===== src/rtl/wdp_pkg.sv =====
// Shared definitions for the dual watchdog block: register offsets,
// status bit positions and the timer variant selector.
package wdp_pkg;

    // Word offsets on the slave port
    localparam int OFF_CMD_DATA = 0;
    localparam int OFF_CMD_LAST = 1;
    localparam int OFF_CMD_TMR  = 2;
    localparam int OFF_BP_TMR   = 3;
    localparam int OFF_STATUS   = 4;

    // Status bit positions inside the status word
    localparam int ST_CMD_BIT = 4;
    localparam int ST_BP_BIT  = 5;

    // Event mode: start/stop pulses; level mode: stall level with reload
    typedef enum logic {
        WD_EVENT = 1'b0,
        WD_LEVEL = 1'b1
    } wd_mode_e;

endpackage


===== src/rtl/wd_countdown.sv =====
// One-shot watchdog countdown with enable and period register.
// MODE=WD_EVENT: start_i arms an idle timer, stop_i stands it down.
// MODE=WD_LEVEL: counts while start_i (pending) is high and stop_i (accept)
// is low; reloads otherwise. Assumes cfg_we is a single-cycle write strobe.
// On expiry the enable clears and timeout_o pulses for one cycle.
module wd_countdown
    import wdp_pkg::*;
#(
    parameter wd_mode_e MODE  = WD_EVENT,
    parameter int       PER_W = 31
) (
    input  logic             clk,
    input  logic             rst_n,
    input  logic             cfg_we,
    input  logic             cfg_en,
    input  logic [PER_W-1:0] cfg_period,
    input  logic             start_i,
    input  logic             stop_i,
    output logic             en_o,
    output logic [PER_W-1:0] period_o,
    output logic             timeout_o
);

    localparam logic [PER_W-1:0] PER_DEFAULT = {PER_W{1'b1}};
    localparam logic [PER_W-1:0] PER_ZERO    = '0;
    localparam logic [PER_W-1:0] PER_ONE     = PER_W'(1);

    logic             en_q;
    logic [PER_W-1:0] per_q;
    logic [PER_W-1:0] cnt_q;
    logic             expire;

    // Enable and period register: software write, self-clear on expiry
    always_ff @(posedge clk) begin
        if (!rst_n) begin
            en_q  <= 1'b0;
            per_q <= PER_DEFAULT;
        end else if (cfg_we) begin
            en_q  <= cfg_en;
            per_q <= cfg_period;
        end else if (expire) begin
            en_q  <= 1'b0;
        end
    end

    generate
        if (MODE == WD_EVENT) begin : g_event
            logic run_q;

            assign expire = en_q && run_q && !cfg_we && !stop_i && (cnt_q == PER_ZERO);

            // Arm on start, stand down on stop, count down while running
            always_ff @(posedge clk) begin
                if (!rst_n) begin
                    run_q <= 1'b0;
                    cnt_q <= PER_DEFAULT;
                end else if (cfg_we) begin
                    cnt_q <= cfg_period;
                    if (!cfg_en) begin
                        run_q <= 1'b0;
                    end
                end else if (en_q) begin
                    if (!run_q) begin
                        if (start_i) begin
                            run_q <= 1'b1;
                            cnt_q <= per_q;
                        end
                    end else if (stop_i) begin
                        run_q <= 1'b0;
                        cnt_q <= per_q;
                    end else if (cnt_q == PER_ZERO) begin
                        run_q <= 1'b0;
                    end else begin
                        cnt_q <= cnt_q - PER_ONE;
                    end
                end
            end

            // a completing write stops the timer and keeps it enabled
            p_stop_halts_r4: assert property (@(posedge clk) disable iff (!rst_n)
                (en_q && run_q && stop_i && !cfg_we) |=> (!run_q && en_q));

            // a disabled timer cannot become armed
            p_idle_unarmed_r5: assert property (@(posedge clk) disable iff (!rst_n)
                (!en_q && !cfg_we) |=> !run_q);
        end else begin : g_level
            assign expire = en_q && start_i && !stop_i && !cfg_we && (cnt_q == PER_ZERO);

            // Count down stalled cycles, reload whenever not stalled
            always_ff @(posedge clk) begin
                if (!rst_n) begin
                    cnt_q <= PER_DEFAULT;
                end else if (cfg_we) begin
                    cnt_q <= cfg_period;
                end else if (en_q) begin
                    if (!start_i || stop_i) begin
                        cnt_q <= per_q;
                    end else if (cnt_q != PER_ZERO) begin
                        cnt_q <= cnt_q - PER_ONE;
                    end
                end
            end

            // no stall this cycle means a full period next cycle
            p_bp_reload_r7: assert property (@(posedge clk) disable iff (!rst_n)
                (en_q && !cfg_we && (!start_i || stop_i)) |=> (cnt_q == $past(per_q)));
        end
    endgenerate

    assign en_o      = en_q;
    assign period_o  = per_q;
    assign timeout_o = expire;

    // expiry drops the enable
    p_expire_disables_r8: assert property (@(posedge clk) disable iff (!rst_n)
        expire |=> !en_q);

    // expiry leaves the period untouched
    p_period_kept_r8: assert property (@(posedge clk) disable iff (!rst_n)
        expire |=> (per_q == $past(per_q)));

    // a register write reloads the counter with the new period
    p_cfg_reload_r11: assert property (@(posedge clk) disable iff (!rst_n)
        cfg_we |=> (cnt_q == $past(cfg_period)));

endmodule


===== src/rtl/wd_regbank.sv =====
// Address decode, timer register readback and sticky write-1-to-clear
// status bits for the two watchdogs. Assumes at most one write per cycle;
// reads are combinational and side-effect free.
module wd_regbank
    import wdp_pkg::*;
#(
    parameter int ADDR_W = 3,
    parameter int DATA_W = 32
) (
    input  logic              clk,
    input  logic              rst_n,
    input  logic              wr_en,
    input  logic              rd_en,
    input  logic [ADDR_W-1:0] addr,
    input  logic [DATA_W-1:0] wdata,
    input  logic              cmd_to,
    input  logic              bp_to,
    input  logic              cmd_en,
    input  logic [DATA_W-2:0] cmd_per,
    input  logic              bp_en,
    input  logic [DATA_W-2:0] bp_per,
    output logic [DATA_W-1:0] rdata,
    output logic [1:0]        status_o,
    output logic              cmd_cfg_we,
    output logic              bp_cfg_we,
    output logic              cmd_first,
    output logic              cmd_last
);

    logic       st_we;
    logic [1:0] st_q;
    logic [1:0] to_vec;
    logic [1:0] clr_vec;

    // Write strobes decoded per offset
    always_comb begin
        cmd_first  = wr_en && (addr == ADDR_W'(OFF_CMD_DATA));
        cmd_last   = wr_en && (addr == ADDR_W'(OFF_CMD_LAST));
        cmd_cfg_we = wr_en && (addr == ADDR_W'(OFF_CMD_TMR));
        bp_cfg_we  = wr_en && (addr == ADDR_W'(OFF_BP_TMR));
        st_we      = wr_en && (addr == ADDR_W'(OFF_STATUS));
    end

    assign to_vec  = {bp_to, cmd_to};
    assign clr_vec = st_we ? {wdata[ST_BP_BIT], wdata[ST_CMD_BIT]} : 2'b00;

    // Sticky status bits: a timeout sets, a written 1 clears, set wins
    generate
        for (genvar i = 0; i < 2; i++) begin : g_status
            always_ff @(posedge clk) begin
                if (!rst_n) begin
                    st_q[i] <= 1'b0;
                end else if (to_vec[i]) begin
                    st_q[i] <= 1'b1;
                end else if (clr_vec[i]) begin
                    st_q[i] <= 1'b0;
                end
            end

            // a timeout always leaves the bit set
            p_status_set_r9: assert property (@(posedge clk) disable iff (!rst_n)
                to_vec[i] |=> st_q[i]);

            // a set bit persists unless a 1 is written to it
            p_status_sticky_r9: assert property (@(posedge clk) disable iff (!rst_n)
                (st_q[i] && !clr_vec[i]) |=> st_q[i]);

            // a clearing write with no new timeout empties the bit
            p_status_clear_r9: assert property (@(posedge clk) disable iff (!rst_n)
                (clr_vec[i] && !to_vec[i]) |=> !st_q[i]);
        end
    endgenerate

    // Read multiplexer for timer registers and status
    always_comb begin
        rdata = '0;
        if (rd_en) begin
            if (addr == ADDR_W'(OFF_CMD_TMR)) begin
                rdata = {cmd_en, cmd_per};
            end else if (addr == ADDR_W'(OFF_BP_TMR)) begin
                rdata = {bp_en, bp_per};
            end else if (addr == ADDR_W'(OFF_STATUS)) begin
                rdata[ST_CMD_BIT] = st_q[0];
                rdata[ST_BP_BIT]  = st_q[1];
            end
        end
    end

    assign status_o = st_q;

endmodule


===== src/rtl/txn_watchdog_pair.sv =====
// Top level: slave register port plus two one-shot watchdogs, one for
// unfinished command transactions and one for prolonged backpressure.
// Assumes DATA_W >= 6 so that both status bits fit in the data word.
module txn_watchdog_pair
    import wdp_pkg::*;
#(
    parameter int ADDR_W = 3,
    parameter int DATA_W = 32
) (
    input  logic              clk,
    input  logic              rst_n,
    input  logic              bus_wr,
    input  logic              bus_rd,
    input  logic [ADDR_W-1:0] bus_addr,
    input  logic [DATA_W-1:0] bus_wdata,
    output logic [DATA_W-1:0] bus_rdata,
    input  logic              cmd_valid,
    input  logic              cmd_ready,
    output logic              irq
);

    localparam int PER_W = DATA_W - 1;

    logic             cmd_cfg_we, bp_cfg_we, cmd_first, cmd_last;
    logic             cmd_en, bp_en, cmd_to, bp_to;
    logic [PER_W-1:0] cmd_per, bp_per;
    logic [1:0]       status;

    wd_regbank #(
        .ADDR_W (ADDR_W),
        .DATA_W (DATA_W)
    ) u_regs (
        .clk        (clk),
        .rst_n      (rst_n),
        .wr_en      (bus_wr),
        .rd_en      (bus_rd),
        .addr       (bus_addr),
        .wdata      (bus_wdata),
        .cmd_to     (cmd_to),
        .bp_to      (bp_to),
        .cmd_en     (cmd_en),
        .cmd_per    (cmd_per),
        .bp_en      (bp_en),
        .bp_per     (bp_per),
        .rdata      (bus_rdata),
        .status_o   (status),
        .cmd_cfg_we (cmd_cfg_we),
        .bp_cfg_we  (bp_cfg_we),
        .cmd_first  (cmd_first),
        .cmd_last   (cmd_last)
    );

    wd_countdown #(
        .MODE  (WD_EVENT),
        .PER_W (PER_W)
    ) u_cmd_wd (
        .clk        (clk),
        .rst_n      (rst_n),
        .cfg_we     (cmd_cfg_we),
        .cfg_en     (bus_wdata[DATA_W-1]),
        .cfg_period (bus_wdata[PER_W-1:0]),
        .start_i    (cmd_first),
        .stop_i     (cmd_last),
        .en_o       (cmd_en),
        .period_o   (cmd_per),
        .timeout_o  (cmd_to)
    );

    wd_countdown #(
        .MODE  (WD_LEVEL),
        .PER_W (PER_W)
    ) u_bp_wd (
        .clk        (clk),
        .rst_n      (rst_n),
        .cfg_we     (bp_cfg_we),
        .cfg_en     (bus_wdata[DATA_W-1]),
        .cfg_period (bus_wdata[PER_W-1:0]),
        .start_i    (cmd_valid),
        .stop_i     (cmd_ready),
        .en_o       (bp_en),
        .period_o   (bp_per),
        .timeout_o  (bp_to)
    );

    assign irq = |status;

    // a disabled watchdog never reports a timeout
    p_disabled_quiet_r5: assert property (@(posedge clk) disable iff (!rst_n)
        (!cmd_en || cmd_cfg_we) |-> !cmd_to);

    // the interrupt line rises only after some timeout was reported
    p_irq_cause_r12: assert property (@(posedge clk) disable iff (!rst_n)
        $rose(irq) |-> $past(cmd_to || bp_to));

endmodule


===== config.mk =====
export PLATFORM = sky130hd
export DESIGN_NAME = txn_watchdog_pair
export DESIGN_NICKNAME = d
export VERILOG_FILES = /design/src/rtl/wdp_pkg.sv /design/src/rtl/wd_countdown.sv /design/src/rtl/wd_regbank.sv /design/src/rtl/txn_watchdog_pair.sv
export SDC_FILE = /design/constraint.sdc
export NUM_CORES = 1
export LEC_CHECK = 0
export BUFFER_PORTS_ARGS = -buffer_cell sky130_fd_sc_hd__buf_2
export CAP_MARGIN = 20
export CORE_UTILIZATION = 58
export DETAILED_ROUTE_END_ITERATION = 8
export PLACE_DENSITY = 0.84
export SKIP_LAST_GASP = 1
export SYNTH_ARGS = -nofsm -noshare
export SYNTH_HDL_FRONTEND = slang
export SYNTH_SLANG_ARGS = --single-unit

===== constraint.sdc =====
create_clock -name clk -period 7.04 [get_ports clk]
set_input_delay 0.704 -clock clk [delete_from_list [all_inputs] [get_ports clk]]
set_output_delay 0.704 -clock clk [all_outputs]
set_load 0.01 [all_outputs]

==> impl_metrics.tcl, run 1 <==
set metrics [dict create \
    status "finished clean" \
    synth_area_leaders "dfxtp_1 (36%), nand2_1 (8.6%), nand3_1 (5.0%)" \
    worstReg2RegStart "u_bp_wd.cnt_q[0]" \
    fin_crit_sh 0.598 \
    grt.overflow.total 0 \
    hold_viol_final 0 \
    crit_fanout 19 \
    io_buffers 73 \
    finalClockSkew_ps 10.4 \
    grtUsageTotal 0.355 \
    clock_sinks 129 \
    grt_first_pass_wirelength_mm 35.2 \
    crit_buf_inv 1 \
    synthCells 935 \
    p_sw_frac 0.246 \
    p_comb_frac 0.092 \
    period_needed_ps 4210 \
    worstSetupEndpointType "register" \
    grt_antenna_before_repair 0 \
    place_area_um2 7430 \
    holdBufCountCts 0 \
    start_util 0.593 \
    place_congestion 0.930 \
    dpl.hpwl_mm 14.3 \
    final_nets 1003 \
    setup_violations 0 \
    final_cell_mix "nand2_1 (162), dfxtp_1 (129), buf_2 (73)" \
    holdPathEnd "u_bp_wd.period_o[11]" \
    fin_tns_setup_ps 0 \
    syn_to_final_growth_pct 12.8 \
    clk_pin_slew_worst_paths_ps 60 \
    design_area_um2 8000 \
    setup_ws_ps 2830 \
    crit_path_start_kind "register" \
    num_vias 7461 \
    slowest_stage "or4_1" \
    min_from "u_bp_wd.period_o[11]" \
    detail_route.wl_per_cell_um 19.5 \
    synth_cell_types 64 \
    path_class "reg -> reg" \
    synthArstFlopShare 0 \
    yosys_warnings 0 \
    cts.path.max_buffers 2 \
    die_w_um 113 \
    leakagePower_nw 3.22 \
    max_freq_mhz 238 \
    internal_power_mw 1.35 \
    rrSetupSlack_ps 2830 \
    seq_area_frac_synth 0.364 \
    cpPeakStageDelay_ps 900 \
    p_seq_frac 0.433 \
    cts_buffers 17 \
    synth-edff-count 0 \
    num_io_pins 74 \
    routed_wl_mm 21.8 \
    layout_commonest_cell "nand2_1" \
    irDropWorstVdd_v 0.000145 \
    dieArea_um2 12700 \
    via_per_inst 6.67 \
    drv_slew 0 \
    hold-worst-slack_ps 464 \
    dp_slack_ps 2930 \
    drv_cap 0 \
    core_area_um2 12000 \
    worstMarginPinSlew_ps 1050 \
    synth_area_per_cell_um2 7.58 \
    cts-resized-gates 0 \
    drt_first_pass_iters 6 \
    insertion_delay_ps 420 \
    first_iter_violations 967 \
    htreeDepth 4 \
    power_mw 1.80 \
    root_buffer "clkbuf_16" \
    hold_path_depth 2 \
    grt_pass1_vias 6793 \
    die_y_um 113 \
    cpLargestDelayFamily "simple AND/OR/NAND/NOR gates" \
    drive_gt1_frac 0.136 \
    crit_arrival_ps 4580 \
    antenna_left 0 \
    rsz0062_at_grt "false" \
    synth_nets 978 \
    hold_path_class "reg -> reg" \
    cp.required_ps 7410 \
    grt_start_max_net_pins 94 \
    pwr-share-clk 0.475 \
    reg2reg_to "u_bp_wd.cnt_q[23]" \
    max_slew_margin 0.296 \
    antennaDiodeCount 0 \
    rr_worst_depth 8 \
    drc 0 \
    p_switching_uw 442 \
    ys_ff_latch 129 \
    pwr_density_cell_nw_per_um2 224 \
    ys.flop_type "dfxtp_1" \
    post-cts-setup-buffers 0 \
    row_count 40 \
    yosysTopAreaCellShare 0.364 \
    worstPathCellList "inv_1, ha_1, or4b_1, or4_1, o41ai_4, and2_0, o21bai_1, a221o_1" \
    syn_area_um2 7090 \
    cts_tree "done" \
    crit_path_start "u_bp_wd.cnt_q[0]" \
    synth_top_cell_by_area "dfxtp_1" \
]
-- synthesized netlist by cell type (7+ instances only) --
library cell    n
a211o_1         8
a21oi_1        59
a22oi_1        31
buf_2           9
clkbuf_1       62
dfxtp_1       129
inv_1          12
nand2_1       162
nand3_1        71
nand4_1         8
nor2_1         59
nor2b_1        32
nor3_1         23
nor3b_1         7
nor4_1         25
o211ai_1       15
o21ai_0        40
o21ai_1         7
o32a_1         11
or3_1           9
or4_1          13
xnor2_1        22
xor2_1         11
-- kinds of logic (layout without fill, tap and decap cells) --
| group | Yosys count | in the layout | share of synthesized area |
|---|---|---|---|
| AO/OA/AOI/OAI | 239 | 239 | 0.233 |
| XOR/XNOR | 33 | 33 | 0.0408 |
| adder cells (fa/ha/maj) | 2 | 2 | 0.00353 |
| buffers and inverters | 93 | 130 | 0.0545 |
| flip-flops | 129 | 129 | 0.364 |
| multiplexers | 3 | 3 | 0.00424 |
| AND/OR/NAND/NOR | 436 | 436 | 0.300 |
-- state kept, by name, summed over array words and instances (netlist names) --
register                flops
u_cmd_wd.cnt_q             31
u_bp_wd.period_o           31
u_regs.status_o             2
u_bp_wd.cnt_q              31
u_bp_wd.en_o                1
u_cmd_wd.g_event.run_q      1
u_cmd_wd.period_o          31
u_cmd_wd.en_o               1
-- tightest hold or removal path: stages (launching register included) --
cell and delay, ps:
dfxtp_1 320, nand2_1 50, nand2_1 50
-- power groups by stage --
stage,clock (mW),sequential (mW),combinational [mW]
floorplan,0,0.782,0.108
global placement,0,0.791,0.157
detailed placement,0,0.792,0.160
CTS,0.852,0.777,0.162
global route,0.890,0.780,0.180
finish,0.852,0.778,0.165
-- per-layer routing --
metal / vias up / track usage / part of all wire / routed length [µm]
met5: - / 0 / 0 / 0
met4: 0 / 0.237 / 0.059 / 1300
met3: 89 / 0.0594 / 0.099 / 2170
met2: 485 / 0.530 / 0.44 / 9520
met1: 3442 / 0.471 / 0.40 / 8820
li1: 3445 / - / - / -
-- area by class of cell --
type                       count  area (µm²)
clock buffer                  26         519
clock inverter                 5        50.0
fill                        1027        3960
inverter                      12        45.0
multi-input combinational    713        4150
sequential                   129        2580
tap                          147         184
timing repair buffer          87         470
-- metrics by stage --
step	std cells	util
after floorplan	935	-
after global placement	1088	0.621
after detailed placement	1088	0.621
after CTS	1119	0.669
after global routing	1119	0.669
final	1119	0.669
-- worst max path at each step --
stage                        endpoint  cells past startpoint
floorplan           u_cmd_wd.cnt_q[0]                     10
global placement    u_bp_wd.cnt_q[23]                      8
detailed placement  u_bp_wd.cnt_q[23]                      8
CTS                 u_bp_wd.cnt_q[11]                      8
global route        u_bp_wd.cnt_q[11]                      8
finish              u_bp_wd.cnt_q[23]                      8
Power figures use the tool's default switching activity.
==> inputs of run 2 (changes only) <==
--- a/config.mk
+++ b/config.mk
@@ -5,11 +5,12 @@
 export SDC_FILE = /design/constraint.sdc
 export NUM_CORES = 1
 export LEC_CHECK = 0
+export ABC_AREA = 1
 export BUFFER_PORTS_ARGS = -buffer_cell sky130_fd_sc_hd__buf_2
 export CAP_MARGIN = 20
-export CORE_UTILIZATION = 58
+export CORE_UTILIZATION = 54
 export DETAILED_ROUTE_END_ITERATION = 8
-export PLACE_DENSITY = 0.84
+export PLACE_DENSITY = 0.82
 export SKIP_LAST_GASP = 1
 export SYNTH_ARGS = -nofsm -noshare
 export SYNTH_HDL_FRONTEND = slang
==> constraint.sdc (replaced) <==
create_clock -name clk -period 3.4 [get_ports clk]
set_input_delay 0.34 -clock clk [delete_from_list [all_inputs] [get_ports clk]]
set_output_delay 0.34 -clock clk [all_outputs]
set_load 0.01 [all_outputs]
==> run 2 against run 1 <==
  * Final cell count increased by 40%
  * Via count rose by 18%
  * Clock skew down 4.7 ps
  * Design area rose by 11%
  * Global-route usage down 1.1 points
  * Power grew 110%
  * Setup slack lost 1600 ps
  * Worst hold slack got worse by 300 ps
  * Die area rose by 19%
  * Sequential power grew 110%
  * Non-clock buffer count decreased by 2
  * Critical path type unchanged
  * Critical endpoint is now u_cmd_wd.cnt_q[9]
  * Largest cell class unchanged
  * Highest routed layer unchanged
==> impl_metrics.tcl, run 2 <==
set metrics [dict create \
    cpPeakStageDelay_ps 580 \
    routed_wl_mm 24.8 \
    dieArea_um2 15100 \
    dpl.hpwl_mm 18.3 \
    synth_nets 1371 \
    crit_buf_inv 0 \
    place_congestion 0.927 \
    cpLargestDelayFamily "simple AND/OR/NAND/NOR gates" \
    num_vias 8790 \
    cp.required_ps 3720 \
    grtUsageTotal 0.344 \
    die_w_um 123 \
    yosysTopAreaCellShare 0.328 \
    max_freq_mhz 455 \
    fin_util 0.634 \
    via_per_inst 5.60 \
    period_needed_ps 2200 \
    power_mw 3.83 \
    drv_cap 0 \
    ys.flop_type "dfxtp_1" \
    final_cell_mix "nand2_1 (463), nor2_1 (171), dfxtp_1 (129)" \
    root_buffer "clkbuf_16" \
    cts_buffers 17 \
    holdBufCountCts 0 \
    synthCells 1328 \
    ys_ff_latch 129 \
    synth-simple-area-share 0.442 \
    row_count 43 \
    grt_pass1_vias 7986 \
    grt_first_pass_wirelength_mm 39.6 \
    setup_violations 0 \
    muxShareOfSynthArea 0 \
    core_area_um2 14000 \
    worstSetupEndpointType "register" \
    yosysMostFrequentCell "nand2_1" \
    crit_arrival_ps 2520 \
    worstPathCellList "nor2_1, nand2_1, nor2_1, nand2_1, nand2_1, nand3_1, nand2_1, nand2_1, nor2_1, nor2_1" \
    ys_top_cells_by_count "nand2_1 (463), nor2_1 (171), dfxtp_1 (129)" \
    clk_pin_slew_worst_paths_ps 60 \
    grt_start_max_net_pins 49 \
    first_iter_violations 1006 \
    dp_cells 1537 \
    synth_top_cell_by_area "dfxtp_1" \
    syn_to_final_growth_pct 13.0 \
    yosys_warnings 0 \
    met2_usage 0.529 \
    hold_path_class "in -> reg" \
    cpMostUsedCell "nand2_1" \
    insertion_delay_ps 430 \
    p_comb_frac 0.099 \
    drive_gt1_frac 0.112 \
    synth_top_family_by_area "simple AND/OR/NAND/NOR gates" \
    die_y_um 123 \
    pwr_density_cell_nw_per_um2 430 \
    cts-resized-gates 0 \
    antenna_left 0 \
    path_class "reg -> reg" \
    synth_area_leaders "dfxtp_1 (33%), nand2_1 (22%), nor2_1 (8.1%)" \
    irDropWorstVdd_v 0.000375 \
    cts_tree "done" \
    htreeDepth 4 \
    worstMarginPinSlew_ps 800 \
    synthAdderAreaFrac 0.00318 \
    grt.overflow.total 0 \
    leakagePower_nw 4.50 \
    synth_cell_types 39 \
    fin_cells 1570 \
    hold_viol_final 0 \
    internal_power_mw 2.79 \
    fillers 1362 \
    grt_antenna_before_repair 0 \
    drc 0 \
    synth-edff-count 0 \
    pwr-share-clk 0.482 \
    max_slew_margin 0.466 \
    clock_sinks 129 \
    cts.path.max_buffers 2 \
    synth_compound_area_frac 0.125 \
    synth_xor_area_frac 0.00445 \
    status "finished clean" \
    start_util 0.561 \
    fin_crit_sh 0.647 \
    slowest_stage "nor2_1" \
    grt_util_met1 0.473 \
    detail_route.wl_per_cell_um 15.8 \
    drt_first_pass_iters 6 \
    synth_area_per_cell_um2 5.93 \
    io_buffers 73 \
    layout_commonest_cell "nand2_1" \
    finalClockSkew_ps 5.69 \
    drv_slew 0 \
    crit_fanout 12 \
    grt.busiest_layer "met2" \
    syn_area_um2 7880 \
    synthArstFlopShare 0 \
    p_switching_mw 1.04 \
    seq_area_frac_synth 0.328 \
    antennaDiodeCount 0 \
    final_nets 1420 \
    rsz0062_at_grt "false" \
    post-cts-setup-buffers 0 \
    p_sw_frac 0.271 \
    p_seq_frac 0.419 \
    num_io_pins 74 \
    fin_tns_setup_ps 0 \
    crit_path_start_kind "register" \
    grt_util_met3 0.0474 \
]
[run 2: logic make-up (layout without fill, tap and decap cells)]
| family | count (synthesis) | count (layout) |
|---|---|---|
| adders and majority gates | 2 | 2 |
| DFF | 129 | 129 |
| buffers and inverters | 187 | 249 |
| xor gates and xnor gates | 4 | 4 |
| AOI/OAI and AO/OA | 182 | 182 |
| and+or+nand+nor | 824 | 824 |
[run 2: final cells by class]
class                   count  area (µm²)  area share
well taps                 180         225      0.0253
inverters                 132         495      0.0556
flip-flops and latches    129        2580       0.290
clock buffers              18         439      0.0493
clock inverters            14         154      0.0173
multi-input cells        1012        4540       0.509
repair buffers             85         475      0.0534
[run 2: worst register-to-register path, stage by stage (launching register included)]
cell	delay (ps)
dfxtp_1	360
nor2_1	220
nand2_1	150
nor2_1	580
nand2_1	250
nand2_1	110
nand3_1	100
nand2_1	80
nand2_1	50
nor2_1	120
nor2_1	70
[run 2: final timing paths]
path                                        start              endpoint  slack [ps]  depth (start not counted)
worst max register to register  u_cmd_wd.cnt_q[3]     u_cmd_wd.cnt_q[9]        1200                         10
worst max-delay path            u_cmd_wd.cnt_q[3]     u_cmd_wd.cnt_q[9]        1200                         10
worst min register to register      u_cmd_wd.en_o         u_cmd_wd.en_o         480                          2
worst min-delay path                 bus_wdata[3]  u_cmd_wd.period_o[3]         160                          3
[run 2: stage by stage]
stage               setup slack (ps)  hold slack, ps  area [µm²]
detailed placement              1060             464        8290
global route                     911             173        8910
global placement                1090             458        8290
finish                          1200             164        8910
CTS                             1230             161        8880
floorplan                       1750             441        7880
[run 2: power by group through the flow]
stage          clock network [mW]  registers (mW)  logic, mW
2_1_floorplan                   0            1.62      0.249
3_3_place_gp                    0            1.63      0.359
3_5_place_dp                    0            1.63      0.364
4_1_cts                      1.85            1.60      0.368
5_1_grt                      1.91            1.61      0.420
6_report                     1.85            1.60      0.378
[run 2: per-layer routing]
| metal | wire length [µm] | share of wire | up-vias |
|---|---|---|---|
| met5 | 0 | 0 | - |
| met4 | 858 | 0.035 | 0 |
| met3 | 2080 | 0.084 | 65 |
| met2 | 10800 | 0.44 | 437 |
| met1 | 11100 | 0.45 | 3944 |
| li1 | - | - | 4344 |
==> inputs of run 3 (changes only) <==
--- a/config.mk
+++ b/config.mk
@@ -5,12 +5,12 @@
 export SDC_FILE = /design/constraint.sdc
 export NUM_CORES = 1
 export LEC_CHECK = 0
-export ABC_AREA = 1
+export ABC_AREA = 0
 export BUFFER_PORTS_ARGS = -buffer_cell sky130_fd_sc_hd__buf_2
 export CAP_MARGIN = 20
-export CORE_UTILIZATION = 54
+export CORE_UTILIZATION = 58
 export DETAILED_ROUTE_END_ITERATION = 8
-export PLACE_DENSITY = 0.82
+export PLACE_DENSITY = 0.84
 export SKIP_LAST_GASP = 1
 export SYNTH_ARGS = -nofsm -noshare
 export SYNTH_HDL_FRONTEND = slang
==> constraint.sdc (replaced) <==
create_clock -name clk -period 2.3 [get_ports clk]
set_input_delay 0.23 -clock clk [delete_from_list [all_inputs] [get_ports clk]]
set_output_delay 0.23 -clock clk [all_outputs]
set_load 0.01 [all_outputs]
==> run 3 against run 2 <==
  * The flow now finishes with violations (setup timing)
  * First-iteration DRC count up 44%
  * Non-clock buffer count up 109
  * Critical path depth down 4
  * Worst hold slack worse by 96 ps
  * Die area down 16%
  * Combinational power up 71%
  * Design area up 5.7%
  * Clock skew up 3.3 ps
  * Routed wire length up 8.8%
  * Critical path type unchanged
  * Critical endpoint is now u_cmd_wd.cnt_q[17]
  * Largest power group unchanged
  * Highest routed layer unchanged
==> impl_metrics.tcl, run 3 (synthesis gave the netlist of run 1 again) <==
set metrics [dict create \
    status "finished, violations left" \
    violations "setup timing" \
    detail_route.wl_per_cell_um 22.0 \
    holdPathEnd "u_cmd_wd.period_o[28]" \
    crit_arrival_ps 3100 \
    max_slew_margin 0.646 \
    grtUsageTotal 0.410 \
    drv_slew 0 \
    path_class "reg -> reg" \
    insertion_delay_ps 440 \
    hold_path_class "in -> reg" \
    htreeDepth 4 \
    hold_path_depth 3 \
    clk_pin_slew_worst_paths_ps 60 \
    antenna_left 0 \
    core_area_um2 12000 \
    routed_wl_mm 27.0 \
    dieArea_um2 12700 \
    setup_ws_ps -484 \
    setup_violations 67 \
    hold_viol_final 0 \
    cts_buffers 17 \
    root_buffer "clkbuf_16" \
    grt.overflow.total 0 \
    num_vias 8425 \
    start_util 0.593 \
    fin_util 0.787 \
    holdBufCountCts 0 \
    via_per_inst 6.87 \
    clock_sinks 129 \
    dpl.hpwl_mm 16.1 \
    min_from "bus_wdata[28]" \
    first_iter_violations 1444 \
    pwr_density_cell_nw_per_um2 615 \
    grt_pass1_vias 7744 \
    reg2reg_to "u_cmd_wd.cnt_q[17]" \
    drt_first_pass_iters 7 \
    fin_crit_sh 1.21 \
    rsz0062_at_grt "true" \
    final_cell_mix "nand2_1 (159), dfxtp_1 (126), buf_4 (87)" \
    finalClockSkew_ps 9.02 \
    worstMarginPinSlew_ps 526 \
    grt_first_pass_wirelength_mm 40.2 \
    grt_antenna_before_repair 0 \
    period_needed_ps 2780 \
    antennaDiodeCount 0 \
    layout_commonest_cell "nand2_1" \
    row_count 40 \
    leakagePower_nw 3.89 \
    drc 0 \
    crit_path_start_kind "register" \
    crit_fanout 21 \
    drive_gt1_frac 0.276 \
    syn_to_final_growth_pct 32.8 \
    num_io_pins 74 \
    cts_tree "done" \
    die_y_um 113 \
    fillers 759 \
    worstSetupEndpointType "register" \
    max_freq_mhz 359 \
    rr_worst_depth 6 \
    worstReg2RegStart "u_cmd_wd.cnt_q[20]" \
    drv_cap 0 \
    die_w_um 113 \
    grt_start_max_net_pins 53 \
    final_nets 1111 \
    dp_slack_ps -398 \
    io_buffers 73 \
    irDropWorstVdd_v 0.000594 \
    cts.path.max_buffers 2 \
    rrSetupSlack_ps -480 \
    place_congestion 0.918 \
    cp.required_ps 2620 \
]
## run 3: layout make-up
cell class	count	area [µm²]	share of cell area
Multi-Input combinational cell	714	4510	0.479
Inverter	12	45.0	0.00478
Clock inverter	5	103	0.0109
Sequential cell	129	2590	0.275
Clock buffer	25	485	0.0516
Timing Repair Buffer	194	1500	0.159
Tap cell	147	184	0.0195
## run 3: worst max path at each step
stage | start | slack (ps) | end | cells after the start
3_3_place_gp | u_cmd_wd.cnt_q[20] | -350 | u_cmd_wd.cnt_q[26] | 6
5_1_grt | u_cmd_wd.cnt_q[20] | -550 | u_cmd_wd.cnt_q[11] | 8
3_5_place_dp | u_cmd_wd.cnt_q[20] | -400 | u_cmd_wd.cnt_q[25] | 6
6_report | u_cmd_wd.cnt_q[20] | -480 | u_cmd_wd.cnt_q[17] | 6
2_1_floorplan | u_cmd_wd.cnt_q[18] | -540 | u_cmd_wd.cnt_q[24] | 8
4_1_cts | u_cmd_wd.cnt_q[20] | -410 | u_cmd_wd.cnt_q[17] | 6
## run 3: critical path, stage by stage, from the launching register on
cell and delay (ps):
dfxtp_2 320, or4_4 530, or4_4 430, or4_4 530, o31a_1 350, buf_6 190
o32a_1 300
## run 3: repair_timing
action,in CTS,in global routing
pin swaps,35,22
endpoints found under the setup margin,67,67
setup buffers,10,2
gates cloned,3,0
gates resized for setup,57,33
## run 3: power breakdown
part / internal (mW) / switching (mW)
clock network: 1.78 / 0.998
registers: 2.30 / 0.0666
logic: 0.255 / 0.392
## run 3: layer usage
metal,GRT usage,part of all wire
met3,0.0929,0.12
met2,0.653,0.45
met4,0.237,0.068
met5,0,0
met1,0.510,0.36
## run 3: metrics by stage
step                      std cells  hold slack (ps)  setup TNS (ps)  power [mW]  area, µm²
after CTS                      1224             64.6          -18960        5.70       9240
after global routing           1226             64.7          -25350        5.91       9420
after detailed placement       1181              446          -17330        2.98       8300
final                          1226             68.0          -23000        5.79       9420
after floorplan                 935              354          -23290        2.74       7210
after global placement         1181              446          -14550        2.96       8300
